===== config.mk =====
export PLATFORM = sky130hd
export DESIGN_NAME = polyphase_ramp_gen
export DESIGN_NICKNAME = d
export VERILOG_FILES = /design/src/rtl/polyramp_pkg.sv /design/src/rtl/prm_base_acc.sv /design/src/rtl/prm_lane_calc.sv /design/src/rtl/prm_out_reg.sv /design/src/rtl/polyphase_ramp_gen.sv
export SDC_FILE = /design/constraint.sdc
export NUM_CORES = 1
export LEC_CHECK = 0
export BUFFER_PORTS_ARGS = -buffer_cell sky130_fd_sc_hd__buf_2
export CAP_MARGIN = 20
export CORE_MARGIN = 2
export CORE_UTILIZATION = 30
export CTS_BUF_LIST = sky130_fd_sc_hd__clkbuf_16
export DETAILED_ROUTE_END_ITERATION = 16
export PLACE_DENSITY = 0.48
export SETUP_SLACK_MARGIN = 0.5
export SLEW_MARGIN = 20
export SYNTH_ARGS = -nofsm -noshare
export SYNTH_HDL_FRONTEND = slang
export SYNTH_SLANG_ARGS = --single-unit

===== constraint.sdc =====
create_clock -name clk -period 6.75 [get_ports clk]
set_clock_uncertainty 0.1 [all_clocks]
set_input_delay 0.675 -clock clk [delete_from_list [all_inputs] [get_ports clk]]
set_output_delay 0.675 -clock clk [all_outputs]
set_load 0.02 [all_outputs]

===== src/rtl/polyramp_pkg.sv =====
package polyramp_pkg;

   // Default geometry: five lanes of eight bits
   localparam int unsigned DEF_LANES    = 5;
   localparam int unsigned DEF_SAMPLE_W = 8;

   // How the per-lane offsets are formed
   typedef enum logic {
      LANE_MULT  = 1'b0,   // offset k*step, one small multiply per lane
      LANE_CHAIN = 1'b1    // offset built by adding step lane after lane
   } lane_mode_e;

endpackage


===== src/rtl/prm_base_acc.sv =====
module prm_base_acc #(
   parameter int unsigned LANES    = polyramp_pkg::DEF_LANES,
   parameter int unsigned SAMPLE_W = polyramp_pkg::DEF_SAMPLE_W
) (
   input  logic                clk,
   input  logic                rst,
   input  logic                adv,
   input  logic [SAMPLE_W-1:0] step,
   output logic [SAMPLE_W-1:0] base
);

   localparam logic [SAMPLE_W-1:0] LANES_W = SAMPLE_W'(LANES);

   logic [SAMPLE_W-1:0] stride;

   // One word covers LANES samples, so the base jumps LANES steps
   assign stride = step * LANES_W;

   always_ff @(posedge clk) begin
      if (rst) begin
         base <= '0;
      end else if (adv) begin
         base <= base + stride;
      end
   end

endmodule


===== src/rtl/prm_lane_calc.sv =====
module prm_lane_calc
   import polyramp_pkg::*;
#(
   parameter int unsigned LANES     = DEF_LANES,
   parameter int unsigned SAMPLE_W  = DEF_SAMPLE_W,
   parameter lane_mode_e  LANE_MODE = LANE_MULT
) (
   input  logic [SAMPLE_W-1:0]       base,
   input  logic [SAMPLE_W-1:0]       step,
   output logic [LANES*SAMPLE_W-1:0] lanes
);

   logic [SAMPLE_W-1:0] lane_v [LANES];

   generate
      if (LANE_MODE == LANE_MULT) begin : g_mult
         for (genvar k = 0; k < LANES; k++) begin : g_lane
            logic [SAMPLE_W-1:0] offs;
            assign offs      = step * SAMPLE_W'(k);
            assign lane_v[k] = base + offs;
         end
      end else begin : g_chain
         assign lane_v[0] = base;
         for (genvar k = 1; k < LANES; k++) begin : g_lane
            assign lane_v[k] = lane_v[k-1] + step;
         end
      end

      for (genvar k = 0; k < LANES; k++) begin : g_pack
         assign lanes[k*SAMPLE_W +: SAMPLE_W] = lane_v[k];
      end
   endgenerate

endmodule


===== src/rtl/prm_out_reg.sv =====
module prm_out_reg #(
   parameter int unsigned LANES    = polyramp_pkg::DEF_LANES,
   parameter int unsigned SAMPLE_W = polyramp_pkg::DEF_SAMPLE_W
) (
   input  logic                      clk,
   input  logic                      rst,
   input  logic                      load,
   input  logic [LANES*SAMPLE_W-1:0] lanes_d,
   output logic [LANES*SAMPLE_W-1:0] lanes_q,
   output logic                      valid_q
);

   always_ff @(posedge clk) begin
      if (rst) begin
         lanes_q <= '0;
         valid_q <= 1'b0;
      end else if (load) begin
         lanes_q <= lanes_d;
         valid_q <= 1'b1;
      end
   end

endmodule


===== src/rtl/polyphase_ramp_gen.sv =====
module polyphase_ramp_gen
   import polyramp_pkg::*;
#(
   parameter int unsigned LANES     = DEF_LANES,
   parameter int unsigned SAMPLE_W  = DEF_SAMPLE_W,
   parameter lane_mode_e  LANE_MODE = LANE_MULT
) (
   input  logic                      clk,
   input  logic                      rst,
   input  logic                      en,
   input  logic [SAMPLE_W-1:0]       step,
   output logic [LANES*SAMPLE_W-1:0] lane_word,
   output logic                      word_valid
);

   localparam int unsigned WORD_W = LANES * SAMPLE_W;

   generate
      if (LANES < 2) begin : g_bad_lanes
         $error("polyphase_ramp_gen: LANES must be at least 2");
      end
      if (SAMPLE_W < 2 || SAMPLE_W > 16) begin : g_bad_width
         $error("polyphase_ramp_gen: SAMPLE_W must lie in 2..16");
      end
      if (LANES >= (1 << SAMPLE_W)) begin : g_bad_ratio
         $error("polyphase_ramp_gen: LANES must be below 2**SAMPLE_W");
      end
   endgenerate

   logic [SAMPLE_W-1:0] base;
   logic [WORD_W-1:0]   lanes_comb;

   prm_base_acc #(
      .LANES    (LANES),
      .SAMPLE_W (SAMPLE_W)
   ) u_base (
      .clk  (clk),
      .rst  (rst),
      .adv  (en),
      .step (step),
      .base (base)
   );

   prm_lane_calc #(
      .LANES     (LANES),
      .SAMPLE_W  (SAMPLE_W),
      .LANE_MODE (LANE_MODE)
   ) u_calc (
      .base  (base),
      .step  (step),
      .lanes (lanes_comb)
   );

   prm_out_reg #(
      .LANES    (LANES),
      .SAMPLE_W (SAMPLE_W)
   ) u_oreg (
      .clk     (clk),
      .rst     (rst),
      .load    (en),
      .lanes_d (lanes_comb),
      .lanes_q (lane_word),
      .valid_q (word_valid)
   );

endmodule


# == Word level (Yosys, flattened, before mapping) ==
# Index checks and enable logic that the tools add are counted.
# totals
mem_count,0
rom_bits,0
ramBits,0
latchBits,0
out_inout_bits,41
reg_bits,49
# classes
add_sub_neg,5
shifts,0
div,0
n_eq_ne,0
muxes,0
reduce_logical,0
n_bitwise,0
mul,2
order_cmp,0
# op_table
operator,n
adder 8 bit,5
multiplier 8 x 2 -> 8 bit (second input constant),1
multiplier 8 x 3 -> 8 bit (second input constant),1

# == Depth between registers and ports, before layout ==
# logic_depth
depth_word,2
ltp_mapped,9
ltp_nobuf,9

# == Modules after synthesis ==
# From an unflattened synthesis, not the netlist that was laid out.
# hier_totals
hier_cells,367
area_unflattened_um2,3484.6
# by_module_without_submodules
mod,seq_area_each_um2,instances,cells_per_inst,area_per_inst_um2
prm_out_reg,820.8,1,133,1501.4
prm_lane_calc,0.0,1,144,1186.1
prm_base_acc,160.2,1,90,797.0

# == Worst setup path after synthesis ==
# OpenSTA, ideal clock, no wires.
# synth_path
kind,input to register
start,in step[1]
end,reg u_base.base[7]
arrival_time_ps,2928
slack_ps,3601
cell_stages,8
setup_time_ps,121
path_buffers,0
cell_sequence,ha_1 fa_1 ha_1 and2b_1 o31a_1 o22ai_1 mux2_2 mux2_4
# synth_via
elab_chain_len,2
# synth_lines
element,line,text
from (decl),polyphase_ramp_gen.sv:11,"input logic [SAMPLE_W-1:0] step,"
multiplier 8 x 3 -> 8 bit,prm_base_acc.sv:17,assign stride = step * LANES_W;
adder 8 bit,prm_base_acc.sv:23,base <= base + stride;
to (signal assigned),prm_base_acc.sv:23,
to (decl),prm_base_acc.sv:9,output logic [SAMPLE_W-1:0] base
# Every way passes these cells.
# A chain may end at the register's enable or synchronous reset.

# == Worst setup path after layout ==
# Same ends and word-level chain as after synthesis.

==> flow_summary.json <==
{
  "synthDistinctLibCells": 43,
  "fin_cells": 502,
  "cts_buffer_depth": 2,
  "drv_slew": 0,
  "vias": 2320,
  "fin_ws_ns": 3.590,
  "synth_top_cell_area_share_pct": 28.23,
  "fin_hold_ws_ns": 0.3560,
  "area_growth_syn_to_layout_pct": 15.88,
  "port_buffers": 51,
  "outcome": "finished, final reports clean",
  "power_density_nw_per_um2": 307.0,
  "synth_area_per_cell_um2": 9.240,
  "synth_edf_count": 0,
  "grt_remaining_overflow": 0,
  "fin_util_pct": 35.98,
  "cp_data_arrival_time_ns": 3.23,
  "antennaDiodeCount": 0,
  "ys_ff_latch": 43,
  "min_period_over_period_pct": 46.81,
  "place_area_um2": 3374,
  "grt_max_degree": 56,
  "postCtsHoldBufs": 0,
  "synth_cells": 330,
  "cts_sinks": 43,
  "synthArstFlopShare_pct": 0,
  "total_power_mw": 1.085,
  "p_leak_nw": 1.678,
  "grt_pass1_vias": 2215,
  "layout.nets": 431,
  "antenna_found_initial": 0,
  "die_w_um": 104.8,
  "synth_ff_type": "dfxtp_1",
  "rows": 36,
  "yosys_warnings": 0,
  "place_hpwl_mm": 5.049,
  "dp.cells": 495,
  "grt_use_total_pct": 12.78,
  "ir_drop_v": 0.0001226,
  "slowest_stage": "fa_1",
  "final-setup-viol-count": 0,
  "critical_path_class": "in -> reg",
  "postCtsSetupBuffers": 0,
  "start_kind": "primary input",
  "routed_wl_mm": 6.840,
  "rsz0062_at_grt": "false",
  "synth_area_leaders": "dfxtp_1, ha_1, fa_1, mux2i_1, nor2_1",
  "ios": 52,
  "via_per_inst": 4.622,
  "synth_area_leader_cell": "dfxtp_1",
  "cts_tree": "done",
  "setup_tns_ns": 0,
  "crit_fanout": 8,
  "max-cap-violations": 0,
  "worst_pin_slew_ns": 0.9151,
  "first_pass_iters": 6,
  "clkTransAtPathRegs_ns": 0.06,
  "maxSlewHeadroom_pct": 38.99,
  "clock_latency_ns": 0.29,
  "cp-end-kind": "register",
  "die_area_um2": 10990,
  "coreArea_um2": 9819,
  "die_h_um": 104.8,
  "fill_cells": 1044,
  "post-place-ws_ns": 3.288,
  "hold_viol_final": 0,
  "final_area_um2": 3533,
  "crit_top_cell": "ha_1",
  "yosysSeqAreaShare_pct": 28.23,
  "layout-drive-gt1-share_pct": 16.80,
  "post_cts_resized": 0,
  "wire_per_inst_um": 13.63,
  "place.gp.congestion": 0.7806,
  "syn_nets": 392,
  "path_cells": "buf_2 -> ha_1 -> fa_1 -> ha_1 -> and2b_1 -> o31a_1 -> o22ai_1 -> mux2_2 -> mux2_4",
  "cts-root-buf": "clkbuf_16",
  "start_util_pct": 31.05,
  "hold_class": "reg -> reg",
  "dr.first_iter.drc_count": 97,
  "max_stage_delay_ns": 0.46,
  "cts_buffers": 5,
  "clock.fmax_mhz": 316.5,
  "grt_pass1_wl_mm": 11.12,
  "synthTopCellsByCount": "dfxtp_1, nor2_1, ha_1",
  "synth_most_common_cell": "dfxtp_1",
  "cts-htree-levels": 2,
  "finalCriticalPeriod_ns": 3.160,
  "postRouteAntennaNets": 0,
  "syn_area_um2": 3049,
  "post-route-drc-count": 0,
  "cp.required_ns": 6.82
}
## cells in the final DEF (no fill, tap or decap), types with 2 or more instances in the layout
cell type and n:
buf_2 51, dfxtp_1 43, nor2_1 38, ha_1 36, mux2i_1 23, a21oi_1 19, nand2_1 17, inv_1 16
fa_1 15, xnor2_1 14, nor3_1 13, a211oi_1 10, o21ai_0 10, nor2b_1 7, a21o_1 7, nor4_1 5
clkbuf_16 5, nand4b_1 4, o21a_1 4, xor2_1 4, nand3_1 3, o311ai_0 2, a211o_1 2, nand3b_1 2
## where the power goes
part           internal, mW  switching [mW]
Clock                 0.171           0.100
Sequential            0.300          0.0422
Combinational         0.208           0.264
Total                 0.679           0.406
## routing by layer
layer  GRT usage (%)  share of wire (%)  vias up
li1                -                  -     1238
met1           17.78                 52     1035
met2           19.53                 44       38
met3           2.121                2.8        9
met4           5.333                1.7        0
met5               0                  0        -
## state kept, by name, summed over array words and instances, names as in the netlist
name            count
u_oreg.lanes_q     36
u_oreg.valid_q      1
u_base.base         6
## worst max-delay path: cells and delay by family
family	cells	cell delay, ns
buffers and inverters	1	0.18
muxes	2	0.65
adders and majority gates	3	1.13
AOI/OAI and AO/OA	2	0.40
and+or+nand+nor	1	0.19
## area by class of cell
| class | instances | area (um2) | area share (%) |
|---|---|---|---|
| Clock buffer | 5 | 125.1 | 3.541 |
| Clock inverter | 2 | 33.78 | 0.9561 |
| Inverter | 15 | 56.30 | 1.593 |
| Multi-Input combinational cell | 252 | 2028 | 57.40 |
| Sequential cell | 43 | 860.8 | 24.36 |
| Tap cell | 133 | 166.4 | 4.710 |
| Timing Repair Buffer | 52 | 262.8 | 7.436 |
## path summary, 6_finish.rpt
path | startpoint | end | slack [ns] | cells past startpoint
max | step[1] | u_base.base[7]$_SDFFE_PP0P_ | 3.59 | 9
min | u_oreg.lanes_q[38]$_SDFFE_PP0P_ | u_oreg.lanes_q[38]$_SDFFE_PP0P_ | 0.36 | 2
max reg2reg | u_oreg.lanes_q[9]$_SDFFE_PP0P_ | u_oreg.lanes_q[31]$_SDFFE_PP0P_ | 3.93 | 8
min reg2reg | u_oreg.lanes_q[38]$_SDFFE_PP0P_ | u_oreg.lanes_q[38]$_SDFFE_PP0P_ | 0.36 | 2
## kinds of logic (layout without fill, tap and decap cells)
| family | count (synthesis) | count (layout) | synth area share (%) |
|---|---|---|---|
| AND/OR/NAND/NOR | 95 | 95 | 14.85 |
| AO/OA/AOI/OAI | 63 | 63 | 13.46 |
| adder cells (fa/ha/maj) | 51 | 51 | 24.62 |
| flip-flops | 43 | 43 | 28.23 |
| buffers and inverters | 35 | 74 | 5.252 |
| multiplexers | 25 | 25 | 8.412 |
| XOR/XNOR | 18 | 18 | 5.170 |
(Power assumes the default switching activity.)
